`src/rtl/bbd_pkg.sv`:
```
package bbd_pkg;
  typedef enum logic [1:0] {
    SQ_IDLE   = 2'd0,
    SQ_SETTLE = 2'd1,
    SQ_PULSE  = 2'd2
  } seq_state_t;
endpackage

```
`src/rtl/bbd_code_table.sv`:
```
module bbd_code_table #(
  parameter int N      = 4,
  parameter int CODE_W = 3,
  parameter int SEL_W  = 2
) (
  input  logic              clk,
  input  logic              rst_n,
  input  logic              lock,
  input  logic              wr_en,
  input  logic [SEL_W-1:0]  wr_idx,
  input  logic [CODE_W-1:0] wr_code,
  input  logic [SEL_W-1:0]  rd_idx,
  output logic [CODE_W-1:0] rd_code
);
  logic [N-1:0][CODE_W-1:0] mem;

  always_ff @(posedge clk) begin
    if (!rst_n) begin
      mem <= '0;
    end else if (wr_en && (int'(wr_idx) < N)) begin
      mem[wr_idx] <= wr_code;
    end
  end

  always_comb begin
    rd_code = '0;
    if (int'(rd_idx) < N) rd_code = mem[rd_idx];
  end

  AST_TABLE_LOCKED: assert property (@(posedge clk) disable iff (!rst_n)
    lock |=> $stable(mem));
endmodule

```
`src/rtl/bbd_arbiter.sv`:
```
module bbd_arbiter #(
  parameter int N     = 4,
  parameter int SEL_W = 2
) (
  input  logic             clk,
  input  logic             rst_n,
  input  logic [N-1:0]     req,
  input  logic             take,
  output logic             any,
  output logic [SEL_W-1:0] idx
);
  logic [N-1:0] pend;
  logic [N-1:0] clr;

  always_comb begin
    idx = '0;
    for (int i = N - 1; i >= 0; i--) begin
      if (pend[i]) idx = SEL_W'(i);
    end
  end

  always_comb begin
    clr = '0;
    if (take) clr[idx] = 1'b1;
  end

  assign any = |pend;

  always_ff @(posedge clk) begin
    if (!rst_n) pend <= '0;
    else        pend <= (pend & ~clr) | req;
  end

  AST_GRANT_PENDING: assert property (@(posedge clk) disable iff (!rst_n)
    take |-> pend[idx]);
endmodule

```
`src/rtl/bbd_sequencer.sv`:
```
module bbd_sequencer
  import bbd_pkg::*;
#(
  parameter int CODE_W = 3,
  parameter int SEL_W  = 2,
  parameter int SETTLE = 3,
  parameter int PULSE  = 2,
  localparam int TAP_W = 1 << CODE_W
) (
  input  logic              clk,
  input  logic              rst_n,
  input  logic              pend_any,
  input  logic [SEL_W-1:0]  pend_idx,
  input  logic [CODE_W-1:0] code_in,
  output logic              take,
  output logic              active,
  output logic              en,
  output logic [SEL_W-1:0]  sel,
  output logic [TAP_W-1:0]  word
);
  localparam int CNT_MAX = (SETTLE > PULSE) ? SETTLE : PULSE;
  localparam int CNT_W   = $clog2(CNT_MAX + 1);
  localparam int AGE_W   = CNT_W + 1;

  seq_state_t         state;
  logic [CNT_W-1:0]   cnt;
  logic [TAP_W-1:0]   word_d;

  for (genvar b = 0; b < TAP_W; b++) begin : g_dec
    assign word_d[b] = (code_in == CODE_W'(b));
  end

  assign take   = (state == SQ_IDLE) && pend_any;
  assign active = (state != SQ_IDLE);
  assign en     = (state == SQ_PULSE);

  always_ff @(posedge clk) begin
    if (!rst_n) begin
      state <= SQ_IDLE;
      cnt   <= '0;
      sel   <= '0;
      word  <= '0;
    end else begin
      case (state)
        SQ_IDLE: begin
          if (pend_any) begin
            state <= SQ_SETTLE;
            cnt   <= '0;
            sel   <= pend_idx;
            word  <= word_d;
          end
        end
        SQ_SETTLE: begin
          if (cnt == CNT_W'(SETTLE - 1)) begin
            state <= SQ_PULSE;
            cnt   <= '0;
          end else begin
            cnt <= cnt + 1'b1;
          end
        end
        SQ_PULSE: begin
          if (cnt == CNT_W'(PULSE - 1)) begin
            state <= SQ_IDLE;
            cnt   <= '0;
          end else begin
            cnt <= cnt + 1'b1;
          end
        end
        default: state <= SQ_IDLE;
      endcase
    end
  end

  // checker counters: cycles since grant, cycles of enable high
  logic [AGE_W-1:0] chk_age;
  logic [AGE_W-1:0] chk_len;

  always_ff @(posedge clk) begin
    if (!rst_n) begin
      chk_age <= '1;
      chk_len <= '0;
    end else begin
      if (take)          chk_age <= '0;
      else if (~&chk_age) chk_age <= chk_age + 1'b1;
      if (en) chk_len <= chk_len + 1'b1;
      else    chk_len <= '0;
    end
  end

  AST_EN_AFTER_SETTLE: assert property (@(posedge clk) disable iff (!rst_n)
    $rose(en) |-> (chk_age == AGE_W'(SETTLE)));
  AST_PULSE_LENGTH: assert property (@(posedge clk) disable iff (!rst_n)
    $fell(en) |-> (chk_len == AGE_W'(PULSE)));
  AST_WORD_ONEHOT: assert property (@(posedge clk) disable iff (!rst_n)
    en |-> $onehot(word));
endmodule

```
`src/rtl/bbd_latch_bank.sv`:
```
module bbd_latch_bank #(
  parameter int N     = 4,
  parameter int TAP_W = 8,
  parameter int SEL_W = 2
) (
  input  logic               clk,
  input  logic               rst_n,
  input  logic               en,
  input  logic [SEL_W-1:0]   sel,
  input  logic [TAP_W-1:0]   word,
  output logic [N*TAP_W-1:0] tap_n,
  output logic [N*TAP_W-1:0] tap_p
);
  for (genvar i = 0; i < N; i++) begin : g_mac
    logic [TAP_W-1:0] lat_n;
    logic [TAP_W-1:0] lat_p;
    always_ff @(posedge clk) begin
      if (!rst_n) begin
        lat_n <= '0;
        lat_p <= '0;
      end else if (en && (sel == SEL_W'(i))) begin
        lat_n <= word;
        lat_p <= word;
      end
    end
    assign tap_n[i*TAP_W +: TAP_W] = lat_n;
    assign tap_p[i*TAP_W +: TAP_W] = lat_p;

    AST_LATCH_ONEHOT0: assert property (@(posedge clk) disable iff (!rst_n)
      $onehot0(lat_n));
  end

  AST_HOLD_WHEN_OFF: assert property (@(posedge clk) disable iff (!rst_n)
    !en |=> ($stable(tap_n) && $stable(tap_p)));
endmodule

```
`src/rtl/bbd_dispatcher.sv`:
```
module bbd_dispatcher #(
  parameter int N_MACRO    = 4,
  parameter int CODE_W     = 3,
  parameter int SETTLE_CYC = 3,
  parameter int PULSE_CYC  = 2,
  localparam int SEL_W     = (N_MACRO > 1) ? $clog2(N_MACRO) : 1,
  localparam int TAP_W     = 1 << CODE_W
) (
  input  logic                     clk,
  input  logic                     rst_n,
  input  logic                     cfg_valid,
  output logic                     cfg_ready,
  input  logic [SEL_W-1:0]         cfg_macro,
  input  logic [CODE_W-1:0]        cfg_code,
  input  logic [N_MACRO-1:0]       wake_req,
  output logic                     busy,
  output logic                     demux_on,
  output logic [SEL_W-1:0]         demux_macro,
  output logic [N_MACRO*TAP_W-1:0] tap_sel_n,
  output logic [N_MACRO*TAP_W-1:0] tap_sel_p
);
  logic              pend_any;
  logic [SEL_W-1:0]  pend_idx;
  logic              take;
  logic              active;
  logic [CODE_W-1:0] rd_code;
  logic [TAP_W-1:0]  word;

  assign busy      = active | pend_any;
  assign cfg_ready = ~busy;

  bbd_code_table #(.N(N_MACRO), .CODE_W(CODE_W), .SEL_W(SEL_W)) u_table (
    .clk     (clk),
    .rst_n   (rst_n),
    .lock    (busy),
    .wr_en   (cfg_valid & cfg_ready),
    .wr_idx  (cfg_macro),
    .wr_code (cfg_code),
    .rd_idx  (pend_idx),
    .rd_code (rd_code)
  );

  bbd_arbiter #(.N(N_MACRO), .SEL_W(SEL_W)) u_arb (
    .clk   (clk),
    .rst_n (rst_n),
    .req   (wake_req),
    .take  (take),
    .any   (pend_any),
    .idx   (pend_idx)
  );

  bbd_sequencer #(.CODE_W(CODE_W), .SEL_W(SEL_W), .SETTLE(SETTLE_CYC),
                  .PULSE(PULSE_CYC)) u_seq (
    .clk      (clk),
    .rst_n    (rst_n),
    .pend_any (pend_any),
    .pend_idx (pend_idx),
    .code_in  (rd_code),
    .take     (take),
    .active   (active),
    .en       (demux_on),
    .sel      (demux_macro),
    .word     (word)
  );

  bbd_latch_bank #(.N(N_MACRO), .TAP_W(TAP_W), .SEL_W(SEL_W)) u_lat (
    .clk   (clk),
    .rst_n (rst_n),
    .en    (demux_on),
    .sel   (demux_macro),
    .word  (word),
    .tap_n (tap_sel_n),
    .tap_p (tap_sel_p)
  );

  AST_BUSY_AFTER_WAKE: assert property (@(posedge clk) disable iff (!rst_n)
    (|wake_req) |=> busy);
  AST_NO_ACCEPT_BUSY: assert property (@(posedge clk) disable iff (!rst_n)
    busy |-> !cfg_ready);
endmodule

```
`config.mk`:
```
export PLATFORM = sky130hd
export DESIGN_NAME = bbd_dispatcher
export DESIGN_NICKNAME = d
export VERILOG_FILES = /design/src/rtl/bbd_pkg.sv /design/src/rtl/bbd_code_table.sv /design/src/rtl/bbd_arbiter.sv /design/src/rtl/bbd_sequencer.sv /design/src/rtl/bbd_latch_bank.sv /design/src/rtl/bbd_dispatcher.sv
export SDC_FILE = /design/constraint.sdc
export NUM_CORES = 1
export LEC_CHECK = 0
export ABC_AREA = 1
export BUFFER_PORTS_ARGS = -buffer_cell sky130_fd_sc_hd__buf_2
export CORE_MARGIN = 5
export CORE_UTILIZATION = 40
export CTS_CLUSTER_SIZE = 24
export DETAILED_ROUTE_END_ITERATION = 8
export GPL_TIMING_DRIVEN = 1
export PLACE_DENSITY = 0.7
export SETUP_SLACK_MARGIN = 0.4
export SLEW_MARGIN = 10
export SYNTH_ARGS = -nofsm -noshare
export SYNTH_HDL_FRONTEND = slang
export SYNTH_SLANG_ARGS = --single-unit
```
`constraint.sdc`:
```
create_clock -name clk -period 1.47 [get_ports clk]
set_input_delay 0.0735 -clock clk [delete_from_list [all_inputs] [get_ports clk]]
set_output_delay 0.0735 -clock clk [all_outputs]
set_load 0.1 [all_outputs]
```
## Word level (Yosys, flattened, before mapping)

Index checks and enable logic that the tools add are counted.

| word-level totals | value |
|---|---|
| flip-flop bits (word level) | 62 |
| latch bits | 0 |
| memory bits (writable) | 0 |
| memory bits (read-only) | 0 |
| input port bits | 12 |
| output and inout port bits | 69 |
| logic and storage cells | 77 |
| memories kept | 0 |

| operators by class | value |
|---|---|
| $add $sub $neg | 1 |
| multipliers | 0 |
| div/mod/pow operators | 0 |
| order comparisons | 4 |
| equality and inequality tests | 17 |
| shift operators | 0 |
| muxes and demuxes | 20 |
| bitwise logic cells | 6 |
| reduce and logical (&&, ||, !) cells | 16 |

Operator list:

| kind | number |
|---|---|
| 2-to-1 mux 2 bit | 10 |
| bitwise mux 12 bit | 1 |
| == test 3 bit, second input constant | 4 |
| one-hot mux 2 bit (3 select lines) | 2 |
| == test 2 bit, second input constant | 4 |
| logical AND 1 bit | 7 |
| binary-select mux 3 bit (select 2 bit) | 1 |
| demux 3 bit (select 2 bit) | 1 |
| == test 2 x 1 -> 1 bit, second input constant | 3 |
| == test 3 x 2 -> 1 bit, second input constant | 2 |
| less-than comparator 2 x 3 -> 1 bit, second input constant | 2 |
| 2-to-1 mux 3 bit | 2 |
| AND 4 bit | 1 |
| greater-or-equal comparator 2 x 1 -> 1 bit, second input constant | 2 |
| zero test 2 bit | 2 |
| 2-to-1 mux 4 bit | 1 |
| != test 2 bit, second input constant | 2 |
| inverter 4 bit | 1 |
| bitwise OR 4 bit | 1 |
| AND reduction 2 bit | 2 |
| OR reduction 4 bit | 1 |
| == test 3 x 1 -> 1 bit, second input constant | 1 |
| zero test 3 bit | 1 |
| AND reduction 3 bit | 1 |
| 9 further kinds | 9 |

## Longest topological paths before layout

Gate-level depths: netlist (run 1).

| logic depth | value |
|---|---|
| word-level depth | 12 |
| gate-level depth with buffers | 11 |
| mapped depth without buffers | 10 |

## Hierarchy

From an unflattened synthesis (run 1), not the netlist that was laid out.

| unflattened totals | value |
|---|---|
| cell total of the unflattened synthesis | 464 |
| area, all modules | 3161.8 µm² |

Modules (own cells, without submodules):

| module | instances | cells an instance | area an instance (µm²) | seq. area each (µm²) |
|---|---|---|---|---|
| bbd_latch_bank | 1 | 239 | 1635.3 | 640.6 |
| bbd_sequencer | 1 | 97 | 696.9 | 280.3 |
| bbd_code_table | 1 | 97 | 626.9 | 240.2 |
| bbd_arbiter | 1 | 25 | 175.2 | 80.1 |
| bbd_dispatcher | 1 | 6 | 27.5 | 0.0 |

## Worst setup path before layout (run 1)

Ideal clock, no wire load.

| timing | value |
|---|---|
| kind | register -> register |
| start point | register u_seq.state[0] |
| end point | register u_lat.g_mac[0].lat_n[2] |
| arrival time | 2.111 ns |
| slack | -0.712 ns |
| stages on the path, launching flop included | 8 |
| path buffers | 1 |
| period minus slack after synthesis | 2.182 ns |
| cells stage by stage | dfxtp_1 -> inv_1 -> ha_1 -> inv_1 -> nor3_1 -> clkbuf_1 -> o21ai_0 -> a21oi_1 |

| on the way | value |
|---|---|
| cells in the longest elaborated chain, start to end | 2 |

RTL lines:

| what | line | source |
|---|---|---|
| start: declaration | bbd_sequencer.sv:25 | `seq_state_t state;` |
| start signal: assignment | bbd_sequencer.sv:39 | `state <= SQ_IDLE;` |
| start signal: assignment | bbd_sequencer.sv:47 | `state <= SQ_SETTLE;` |
| start signal: assignment | bbd_sequencer.sv:55 | `state <= SQ_PULSE;` |
| == test 2 bit | bbd_sequencer.sv:35 | `assign en = (state == SQ_PULSE);` |
| via demux_on | bbd_dispatcher.sv:17 | `output logic demux_on,` |
| logical AND 1 bit | bbd_latch_bank.sv:21 | `end else if (en && (sel == SEL_W'(i))) begin` |
| end signal: assignment | bbd_latch_bank.sv:22 | `lat_n <= word;` |
| end: declaration | bbd_latch_bank.sv:15 | `logic [TAP_W-1:0] lat_n;` |

The timed path passes the listed nets, and every way through them passes these cells.
A chain may end at the register's enable or synchronous reset.

## Final worst setup path (run 1)

| timing | value |
|---|---|
| start point | register u_seq.state[0] |
| end point | output port cfg_ready |

| on the way | value |
|---|---|
| cells in the longest elaborated chain, start to end | 3 |

RTL lines:

| what | line | source |
|---|---|---|
| nonzero test 2 bit | bbd_sequencer.sv:34 | `assign active = (state != SQ_IDLE);` |
| bitwise OR 1 bit | bbd_dispatcher.sv:29 | `assign busy = active \| pend_any;` |
| inverter 1 bit | bbd_dispatcher.sv:30 | `assign cfg_ready = ~busy;` |
| end: declaration | bbd_dispatcher.sv:12 | `output logic cfg_ready,` |

Every way passes these cells.

==> out/qor.log, run 1 <==
[pwr] switching share of power 49.8%
[logic_synthesis] post-synthesis average cell area 7.71 um^2
[pwr] maximum VDD drop 1140 uV
[setup_path] data required time at the worst endpoint 1400 ps
[sta] count of pins over their slew limit 0
[route] via count 2,685
[floorplan] die area 9050 um^2
[route] detailed route wirelength on metal2 4.12 mm
[route] final antenna-violating net count 0
[sta] worst slew pin tran 560 ps
[clock_tree] CTS clock-pin slew for the worst setup and hold paths 80 ps
[logic_synthesis] top cell type by total area after synthesis dfxtp_1
[logic_synthesis] netlist area before placement 2900 um^2
[sta] normalized max-slew margin 62.6%
[route] Routed met3 length 439 um
[finish] post-route design area 4670 um^2
[pwr] share of power burned in registers 28.1%
[clock_tree] sink count of the clock tree 62
[global_routing] number of global-route vias before repair 2,527
[route] Met1 Wirelength 3.21 mm
[logic_synthesis] Synth area leaders dfxtp_1 (43%), nor2_1 (9.7%), buf_4 (8.5%)
[setup_path] crit path DAT 1340 ps
[logic_synthesis] share of Yosys cell area claimed by the top area cell type 42.8%
[route] count of routing violations after the opening detailed-route iteration 79
[placement] PortBufs 80
[logic_synthesis] Post-synth EDFFs 0
[placement] worst setup slack after placement -9.28 ps
[pwr] static power due to leakage 1.93 nW
[global_routing] global-route wire length before repair 11.9 mm
[clock_tree] # H-tree levels 3
[route] via count normalized by instance count 4.79
[logic_synthesis] Unique masters post-synth 33
[logic_synthesis] Async S/R FF share, synth 0%
[logic_synthesis] total nets after synthesis 393
[setup_path] peak per-stage delay on the critical path 360 ps
[floorplan] area inside the core boundary 7140 um^2
[pwr] clock network power share 18.9%
[pwr] relative contribution of combinational cells to total power 53.1%
[floorplan] number of cell rows 31
[floorplan] number of top-level pins 81
[pwr] Internal Power 4.07 mW
[finish] number of fillers in the final layout 561
[logic_synthesis] flop and latch count out of synthesis 62
[placement] instance area after placement 3480 um^2
[sta] post-route clock skew 11.1 ps
[global_routing] number of antenna violations at the first check in global routing 0
[clock_tree] cts bufs inserted 9
[route] final WL 7.88 mm
[hold_path] Hold Crit Start cfg_code[2]
[setup_path] start of the worst register-to-register path u_seq.state[0]
[pwr] net switching power figure 4.03 mW
[sta] final worst-path cycle share 96.1%
[logic_synthesis] synth cell count leaders nor2_1 (75), dfxtp_1 (62), o21ai_0 (40)
[floorplan] Starting Density 40.6%
[sta] number of hold-slack violations in the final timing report 0
[sta] final setup violating endpoints 0
[logic_synthesis] most frequently used flop master after synthesis dfxtp_1
[global_routing] Overflow after GRT 0
[sta] minimum period implied by the final worst setup slack 1410 ps
[placement] Placed Cells 521
[floorplan] width of the chip 95.2 um
[clock_tree] TritonCTS clock tree done
[finish] layout cells sized above 1 60.0%
[route] WL/cell 14.1 um
[sta] Peak Freq 708 MHz
[pwr] post-layout total power 8.10 mW
[finish] nets@finish 474
[status] status completed
[setup_path] start-to-end type of the worst setup path reg2out
[global_routing] global-route usage over all layers 16.8%
[setup_path] maximum net fanout on the critical path 4
[placement] HPWL Detailed 4.86 mm
[placement] GP Congestion 0.796
[logic_synthesis] portion of the post-synthesis area used by sequential elements 42.8%
[setup_path] capturing element type of the critical path output pin
[global_routing] pin count of the biggest net entering global routing 21
[hold_path] hold crit path type in2reg
[logic_synthesis] cell with the most instances after synthesis nor2_1
[route] drt drc 0
[floorplan] Die H 95.2 um
[setup_path] Critical Path Source Type flip-flop
[finish] non-filler cells, final 561
[setup_path] worst-path cell with the longest stage delay dfxtp_4
[pwr] power per standard cell area 1730 nW/um^2
[finish] area overhead of the layout relative to synthesis 61.1%
[clock_tree] CTS Buffer Depth 2
[setup_path] critical path, cell by cell inv_6 -> ha_4 -> nand3_4 -> inv_12 -> buf_12
[route] detailed-routing iteration count for the pre-antenna-repair pass 4
[run] max capacitance violation total 0
[clock_tree] root buf cell clkbuf_8
[clock_tree] clk_lat worst skew 340 ps
[logic_synthesis] Post-Synthesis Cells 376
[route] highest routed metal layer met4
[logic_synthesis] number of warning messages in the yosys log 0
[finish] Util after Layout 65.5%
[setup_path] Critical Path Source u_seq.state[0]
[sta] worst path setup slack after routing 57.4 ps
[finish] count of inserted antenna diode cells 0
[sta] setup repair after global routing missed its margin true
[cells in the final DEF (no fill, tap or decap), types with 6 or more instances in the layout]
| master | synthesis | layout |
|---|---|---|
| a21oi_1 | 32 | 18 |
| a21oi_2 | 3 | 17 |
| buf_12 | 0 | 6 |
| buf_2 | 1 | 11 |
| buf_4 | 33 | 14 |
| buf_6 | 1 | 77 |
| clkbuf_8 | 0 | 9 |
| dfxtp_1 | 62 | 22 |
| dfxtp_4 | 0 | 39 |
| inv_1 | 33 | 26 |
| nand2_1 | 27 | 17 |
| nand2_2 | 3 | 10 |
| nand3_1 | 10 | 6 |
| nand3_4 | 2 | 6 |
| nor2_1 | 75 | 54 |
| nor2_2 | 2 | 21 |
| o21ai_1 | 11 | 27 |
| o21ai_2 | 1 | 23 |
[power by group through the flow]
stage / Combinational, mW / Clock, mW / Sequential, mW
finish: 4.30 / 1.53 / 2.27
global placement: 3.32 / 0 / 2.17
CTS: 3.83 / 1.56 / 2.19
global route: 4.49 / 1.64 / 2.31
floorplan: 2.01 / 0 / 3.08
detailed placement: 3.33 / 0 / 2.18
[repair_timing]
item / in CTS / in global routing
setup buffers: 13 / 5
pin swaps: 10 / 36
hold endpoints to repair: 4 / 0
hold buffers: 4 / 0
setup endpoints to repair: 127 / 104
resized for setup: 131 / 122
gates cloned: 2 / 0
[final cells by class]
cell class | instances | area (um^2) | area share [%]
multi-input cells | 232 | 1580 | 33.8
flip-flops and latches | 62 | 1390 | 29.7
repair buffers | 112 | 1190 | 25.4
inverters | 40 | 190 | 4.07
clock buffers | 9 | 124 | 2.65
well taps | 99 | 124 | 2.65
clock inverters | 7 | 81.3 | 1.74
[through the flow]
| stage | TNS [ps] | hold WS [ps] |
|---|---|---|
| floorplan | -2890 | 191 |
| global placement | 0 | 284 |
| detailed placement | -9.28 | 287 |
| CTS | 0 | 7.68 |
| global route | -244 | 37.4 |
| finish | 0 | 34.4 |
[path summary, 6_finish.rpt]
| kind | to | slack (ps) | cells past startpoint |
|---|---|---|---|
| worst min-delay path | u_table.mem[2] | 30 | 3 |
| worst min register to register | u_table.mem[3] | 460 | 2 |
| worst max register to register | u_seq.word[4] | 70 | 9 |
| worst max-delay path | cfg_ready | 60 | 5 |
[cells by family after synthesis]
logic type      count (synthesis)  synth area share, %
compound gates                 91                 17.2
fa+ha+maj                       5                 2.16
buf+inv                        83                 15.4
flops                          62                 42.8
simple gates                  135                 22.5
[state kept, by name, indices dropped and copies added, names as in the netlist]
name and cells:
u_arb.pend 4, u_seq.cnt 2, u_seq.word 8, u_lat.g_mac.lat_p 8, u_lat.g_mac.lat_n 24, u_seq.sel 2
u_seq.state 2, u_table.mem 12
[metal layers]
layer / track usage (%) / vias up
met4: 7.21 / 0
met5: 0 / -
li1: - / 1358
met1: 20.0 / 1233
met2: 28.5 / 82
met3: 4.58 / 12
[critical path, delay by kind of cell, from the launching register on]
family / cells / cell delay [ps]
buf+inv: 3 / 360
simple gates: 1 / 130
flops: 1 / 360
fa+ha+maj: 1 / 150
No activity file was read; power rests on OpenSTA's default activity.
==> run 2, diff against run 1 <==
--- a/config.mk
+++ b/config.mk
@@ -7,12 +7,14 @@
 export LEC_CHECK = 0
 export ABC_AREA = 1
 export BUFFER_PORTS_ARGS = -buffer_cell sky130_fd_sc_hd__buf_2
+export CELL_PAD_IN_SITES_DETAIL_PLACEMENT = 1
+export CELL_PAD_IN_SITES_GLOBAL_PLACEMENT = 2
 export CORE_MARGIN = 5
-export CORE_UTILIZATION = 40
+export CORE_UTILIZATION = 26
 export CTS_CLUSTER_SIZE = 24
 export DETAILED_ROUTE_END_ITERATION = 8
 export GPL_TIMING_DRIVEN = 1
-export PLACE_DENSITY = 0.7
+export PLACE_DENSITY = 0.79
 export SETUP_SLACK_MARGIN = 0.4
 export SLEW_MARGIN = 10
 export SYNTH_ARGS = -nofsm -noshare
==> run 2 against run 1 <==
- clock power about the same
- via count grew 0.67%
- routed wire length rose by 14%
- flip-flop and latch count unchanged
- fmax decreased by 3.1%
- sequential power hardly changed
- non-clock buffer count rose by 13
- register-to-register slack worse by 50 ps
- clock-buffer cell count stayed put
- highest routed layer unchanged
- combinational power rose by 7.9%
- core utilization fell by 20 points
==> out/qor.log, run 2 (same netlist as run 1, synthesis figures left out) <==
[sta] number of hold-slack violations in the final timing report 0 [unchanged]
[clock_tree] CTS clock-pin slew for the worst setup and hold paths 70 ps [about the same]
[clock_tree] CTS Buffer Depth 2 [unchanged]
[route] via count normalized by instance count 4.40 [-8.2%]
[clock_tree] sink count of the clock tree 62 [unchanged]
[clock_tree] root buf cell clkbuf_8
[sta] post-route clock skew 5.04 ps [-6.04 ps]
[setup_path] Critical Path Source Type flip-flop
[sta] Peak Freq 686 MHz [-3.1%]
[setup_path] data required time at the worst endpoint 1400 ps [about the same]
[finish] largest registers in the final layout u_lat.g_mac.lat_n x24, u_table.mem x12
[sta] worst path setup slack after routing 11.8 ps [-45.6 ps]
[finish] count of inserted antenna diode cells 0 [unchanged]
[finish] nets@finish 487 [+2.7%]
[floorplan] Starting Density 26.6% [-14 points]
[placement] worst setup slack after placement -48.3 ps [-39.0 ps]
[setup_path] crit path DAT 1380 ps [+40 ps]
[sta] final setup violating endpoints 0 [unchanged]
[placement] PortBufs 80 [unchanged]
[global_routing] Overflow after GRT 0 [unchanged]
[global_routing] global-route usage over all layers 13.5% [-3.3 points]
[sta] worst slew pin tran 536 ps [-24.4 ps]
[finish] Top reg by flops u_lat.g_mac.lat_n
[setup_path] maximum net fanout on the critical path 4 [unchanged]
[floorplan] number of top-level pins 81 [unchanged]
[finish] commonest non-fill, non-tap cells in the layout buf_6 (83), nor2_1 (63), o21ai_2 (42)
[pwr] power per standard cell area 1700 nW/um^2 [-1.8%]
[global_routing] global-route wire length before repair 14.1 mm [+19%]
[setup_path] start-to-end type of the worst setup path reg2out
[setup_path] capturing element type of the critical path output pin
[sta] minimum period implied by the final worst setup slack 1460 ps [+45.6 ps]
[sta] count of pins over their slew limit 0 [unchanged]
[setup_path] critical path, cell by cell inv_4 -> ha_4 -> nand3_4 -> inv_12 -> buf_12
[floorplan] number of cell rows 38 [+23%]
[finish] flip-flop count of the largest register, all copies and words added 24 [unchanged]
[floorplan] width of the chip 116 um [+22%]
[floorplan] area inside the core boundary 10,900 um^2 [+53%]
[global_routing] number of global-route vias before repair 2,735 [+8.2%]
[finish] most common cell after layout, fill and taps aside buf_6
[route] count of routing violations after the opening detailed-route iteration 43 [-46%]
[route] final antenna-violating net count 0 [unchanged]
[finish] layout cells sized above 1 64.2% [+4.3 points]
[placement] HPWL Detailed 5.92 mm [+22%]
[floorplan] Die H 116 um [+22%]
[setup_path] worst-path cell with the longest stage delay dfxtp_4
[route] drt drc 0 [unchanged]
[pwr] static power due to leakage 2.04 nW [+5.8%]
[pwr] post-layout total power 8.43 mW [+4.1%]
[sta] final worst-path cycle share 99.2% [+3.1 points]
[run] max capacitance violation total 0 [unchanged]
[setup_path] number of buffers and inverters on the critical path 3 [unchanged]
[finish] area overhead of the layout relative to synthesis 70.8%
[finish] number of fillers in the final layout 1,198 [+110%]
[floorplan] die area 13,400 um^2 [+48%]
[placement] GP Congestion 0.797 [+0.14%]
[pwr] maximum VDD drop 1000 uV [-12%]
[setup_path] dominant delay contributor by cell family on the critical path flip-flops
[route] via count 2,703 [+0.67%]
[global_routing] number of antenna violations at the first check in global routing 0 [unchanged]
[clock_tree] # H-tree levels 3 [unchanged]
[status] status completed
[clock_tree] cts bufs inserted 9 [unchanged]
[clock_tree] TritonCTS clock tree done
[global_routing] pin count of the biggest net entering global routing 21 [unchanged]
[setup_path] peak per-stage delay on the critical path 360 ps [about the same]
[sta] setup repair after global routing missed its margin true
[route] WL/cell 14.6 um [+4.0%]
[route] final WL 8.99 mm [+14%]
[clock_tree] clk_lat worst skew 340 ps [about the same]
[hold_path] hold crit path type in2reg
[route] detailed-routing iteration count for the pre-antenna-repair pass 4 [unchanged]
[sta] normalized max-slew margin 64.3% [+1.7 points]
## run 2: area by class of cell
type / instances / area [um^2] / area share [%]
Multi-Input combinational cell: 232 / 1660 / 33.6
Sequential cell: 62 / 1390 / 28.1
Timing Repair Buffer: 125 / 1340 / 27.1
Inverter: 40 / 185 / 3.74
Tap cell: 140 / 175 / 3.54
Clock buffer: 9 / 124 / 2.50
Clock inverter: 7 / 72.6 / 1.47
## run 2: path summary, 6_finish.rpt
| path | from | endpoint | slack (ps) | cells after the start |
|---|---|---|---|---|
| max | u_seq.state[1] | cfg_ready | 10 | 5 |
| min | cfg_code[1] | u_table.mem[7] | 50 | 3 |
| max reg2reg | u_seq.state[1] | u_table.mem[8] | 20 | 9 |
| min reg2reg | u_table.mem[3] | u_table.mem[3] | 460 | 2 |
## run 2: power by group
part	switching (mW)	leakage, nW	internal [mW]
registers	0.327	0.533	1.94
logic	3.08	1.41	1.56
clock network	0.737	0.0960	0.788
total	4.14	2.04	4.28
## run 2: repair_timing
action / CTS / global route
setup endpoints to repair: 129 / 67
hold endpoints to repair: 4 / 0
gates cloned: 3 / 0
resized for setup: 239 / 44
setup buffers: 19 / 9
hold buffers: 4 / 0
pin swaps: 39 / 23
## run 2: worst register-to-register path, stage by stage (launching register included)
cell	delay (ps)
dfxtp_4	360
inv_4	80
ha_4	170
nand3_4	150
inv_12	120
nand2_8	70
nor3_4	180
buf_6	140
o21ai_1	50
nor2_1	80
## run 2: metrics by stage
step | hold WS, ps | cells | setup TNS, ps | area, um^2 | utilization [%]
5_1_grt | 46.6 | 615 | -505 | 4950 | 45.5
4_1_cts | 18.3 | 606 | 0 | 4740 | 43.5
3_3_place_gp | 282 | 564 | -6.32 | 3540 | 32.5
2_1_floorplan | 191 | 376 | -2890 | 3160 | -
6_report | 48.8 | 615 | 0 | 4950 | 45.5
3_5_place_dp | 295 | 564 | -124 | 3540 | 32.5
## run 2: metal layers
layer | up-vias | wire length, um | share of wire [%] | GRT usage [%]
li1 | 1377 | - | - | -
met1 | 1252 | 3870 | 43 | 16.8
met2 | 65 | 4580 | 51 | 23.6
met3 | 9 | 453 | 5.0 | 3.39
met4 | 0 | 82 | 0.91 | 3.33
met5 | - | 0 | 0 | 0
==> run 3, diff against run 2 <==
--- a/config.mk
+++ b/config.mk
@@ -9,7 +9,7 @@
 export BUFFER_PORTS_ARGS = -buffer_cell sky130_fd_sc_hd__buf_2
 export CELL_PAD_IN_SITES_DETAIL_PLACEMENT = 1
 export CELL_PAD_IN_SITES_GLOBAL_PLACEMENT = 2
-export CORE_MARGIN = 5
+export CORE_MARGIN = 2
 export CORE_UTILIZATION = 26
 export CTS_CLUSTER_SIZE = 24
 export DETAILED_ROUTE_END_ITERATION = 8
==> run 3 against run 2 <==
- critical endpoint unchanged
- critical path type unchanged
- critical path depth did not move
- register-to-register slack barely moved
- combinational power fell by 5.0%
- non-clock buffer count fell by 5
- flip-flop and latch count did not move
==> out/qor.log, run 3 (same netlist as run 1, synthesis figures left out) <==
[global_routing] number of global-route vias before repair 2,709 [-0.95%]
[setup_path] Critical Path Source Type flip-flop
[global_routing] global-route usage over all layers 14.7% [+1.2 points]
[route] detailed-routing iteration count for the pre-antenna-repair pass 4 [unchanged]
[finish] Top reg by flops u_lat.g_mac.lat_n
[clock_tree] cts bufs inserted 9 [unchanged]
[finish] nets@finish 482 [-1.0%]
[floorplan] Starting Density 26.8% [+0.12 points]
[route] final WL 8.72 mm [-3.0%]
[setup_path] capturing element type of the critical path output pin
[route] WL/cell 14.3 um [-2.3%]
[clock_tree] # H-tree levels 3 [unchanged]
[clock_tree] CTS clock-pin slew for the worst setup and hold paths 80 ps [about the same]
[clock_tree] root buf cell clkbuf_8
[clock_tree] clk_lat worst skew 350 ps [about the same]
[setup_path] number of buffers and inverters on the critical path 3 [unchanged]
[clock_tree] TritonCTS clock tree done
[floorplan] area inside the core boundary 10,800 um^2 [-0.44%]
[finish] commonest non-fill, non-tap cells in the layout buf_6 (77), nor2_1 (56), dfxtp_4 (39)
[hold_path] hold crit path type in2reg
[setup_path] worst reg2reg setup slack 30 ps [about the same]
[floorplan] number of cell rows 38 [unchanged]
[finish] area overhead of the layout relative to synthesis 65.9%
[pwr] power per standard cell area 1670 nW/um^2 [-1.7%]
[run] max capacitance violation total 0 [unchanged]
[floorplan] Die H 110 um [-5.2%]
[sta] normalized max-slew margin 65.1% [+0.79 points]
[sta] count of pins over their slew limit 0 [unchanged]
[setup_path] crit path DAT 1390 ps [about the same]
[placement] PortBufs 80 [unchanged]
[setup_path] maximum net fanout on the critical path 4 [unchanged]
[setup_path] start-to-end type of the worst setup path reg2out
[global_routing] Overflow after GRT 0 [unchanged]
[route] count of routing violations after the opening detailed-route iteration 53 [+23%]
[floorplan] width of the chip 110 um [-5.2%]
[setup_path] peak per-stage delay on the critical path 370 ps [about the same]
[finish] combined area of the multi-input logic cells 1580 um^2 [-5.1%]
[sta] final setup violating endpoints 0 [unchanged]
[global_routing] number of antenna violations at the first check in global routing 0 [unchanged]
[route] via count normalized by instance count 4.49 [+2.1%]
[finish] flip-flop count of the largest register, all copies and words added 24 [unchanged]
[sta] post-route clock skew 12.3 ps [+7.30 ps]
[floorplan] number of top-level pins 81 [unchanged]
[finish] layout cells sized above 1 60.4% [-3.8 points]
[sta] worst slew pin tran 523 ps [-12.4 ps]
[setup_path] data required time at the worst endpoint 1400 ps [about the same]
[route] drt drc 0 [unchanged]
[finish] Seq. cell area 1390 um^2 [-0.18%]
[finish] largest registers in the final layout u_lat.g_mac.lat_n x24, u_table.mem x12
[pwr] post-layout total power 8.05 mW [-4.5%]
[pwr] maximum VDD drop 1070 uV [+6.5%]
[sta] total negative slack 0 ps [unchanged]
[global_routing] pin count of the biggest net entering global routing 31 [+48%]
[setup_path] dominant delay contributor by cell family on the critical path flip-flops
[sta] Peak Freq 681 MHz [-0.67%]
[global_routing] global-route wire length before repair 13.6 mm [-3.8%]
[floorplan] die area 12,000 um^2 [-10%]
[clock_tree] CTS Buffer Depth 2 [unchanged]
[sta] number of hold-slack violations in the final timing report 0 [unchanged]
[sta] setup repair after global routing missed its margin true
[finish] number of fillers in the final layout 1,195 [-0.25%]
[placement] HPWL Detailed 5.74 mm [-3.1%]
[setup_path] critical path, cell by cell inv_6 -> ha_4 -> nand3_4 -> inv_12 -> buf_12
[status] status completed
[clock_tree] sink count of the clock tree 62 [unchanged]
[route] via count 2,738 [+1.3%]
[pwr] static power due to leakage 1.96 nW [-3.6%]
[placement] GP Congestion 0.712 [-11%]
[sta] minimum period implied by the final worst setup slack 1470 ps [+9.86 ps]
[finish] most common cell after layout, fill and taps aside buf_6
[sta] final worst-path cycle share 99.9% [+0.67 points]
[setup_path] worst-path cell with the longest stage delay dfxtp_4
[finish] count of inserted antenna diode cells 0 [unchanged]
[route] final antenna-violating net count 0 [unchanged]
[run 3: changes by cell type in the layout (fill, tap and decap cells not counted), sizes merged]
cell and change:
buf -5, inv -1, bufinv -1, clkinv +2
[run 3: layer usage]
metal / GRT usage, % / part of all wire (%) / vias up
met5: 0 / 0 / -
met4: 4.43 / 1.0 / 0
met3: 2.67 / 3.4 / 8
met2: 26.1 / 52 / 68
met1: 18.1 / 43 / 1296
li1: - / - / 1366
[run 3: through the flow]
| stage | utilization (%) | hold slack [ps] | setup WS, ps | std cells | area, um^2 |
|---|---|---|---|---|---|
| 2_1_floorplan | - | 191 | -249 | 376 | 3160 |
| 3_3_place_gp | 32.7 | 290 | 23.5 | 561 | 3540 |
| 3_5_place_dp | 32.7 | 291 | -1.12 | 561 | 3540 |
| 4_1_cts | 41.3 | 33.7 | 12.1 | 604 | 4470 |
| 5_1_grt | 44.4 | 72.2 | -68.2 | 610 | 4810 |
| 6_report | 44.4 | 58.1 | 1.94 | 610 | 4810 |
[run 3: worst paths after layout]
path / cells after the start / from / end
worst max-delay path: 5 / u_seq.state[0] / cfg_ready
worst min register to register: 2 / u_table.mem[4] / u_table.mem[4]
worst min-delay path: 3 / cfg_code[0] / u_table.mem[6]
worst max register to register: 7 / u_seq.state[1] / u_lat.g_mac[0].lat_n[6]
[run 3: power breakdown]
group          internal [mW]  switching [mW]  total (mW)
logic                   1.43            2.98        4.41
clock network          0.616           0.744        1.36
registers               1.94           0.340        2.28
[run 3: area by class of cell]
type                            count  share of cell area, %
Timing Repair Buffer              120                   27.1
Inverter                           40                   3.95
Sequential cell                    62                   28.9
Clock buffer                        9                   2.57
Tap cell                          140                   3.64
Clock inverter                      7                   1.04
Multi-Input combinational cell    232                   32.8
[run 3: worst reg2reg max path, stage by stage, from the launching register on]
cell	delay, ps
dfxtp_4	380
buf_12	100
ha_4	160
inv_6	50
nor3_4	320
buf_6	170
buf_6	90
a21oi_2	40
[run 3: what timing repair did]
action,in CTS,in global routing
pin swaps,15,26
hold buffers,4,0
setup endpoints to repair,128,91
setup buffers,21,6
gates resized for setup,169,88
gates cloned,2,0
hold endpoints to repair,4,0
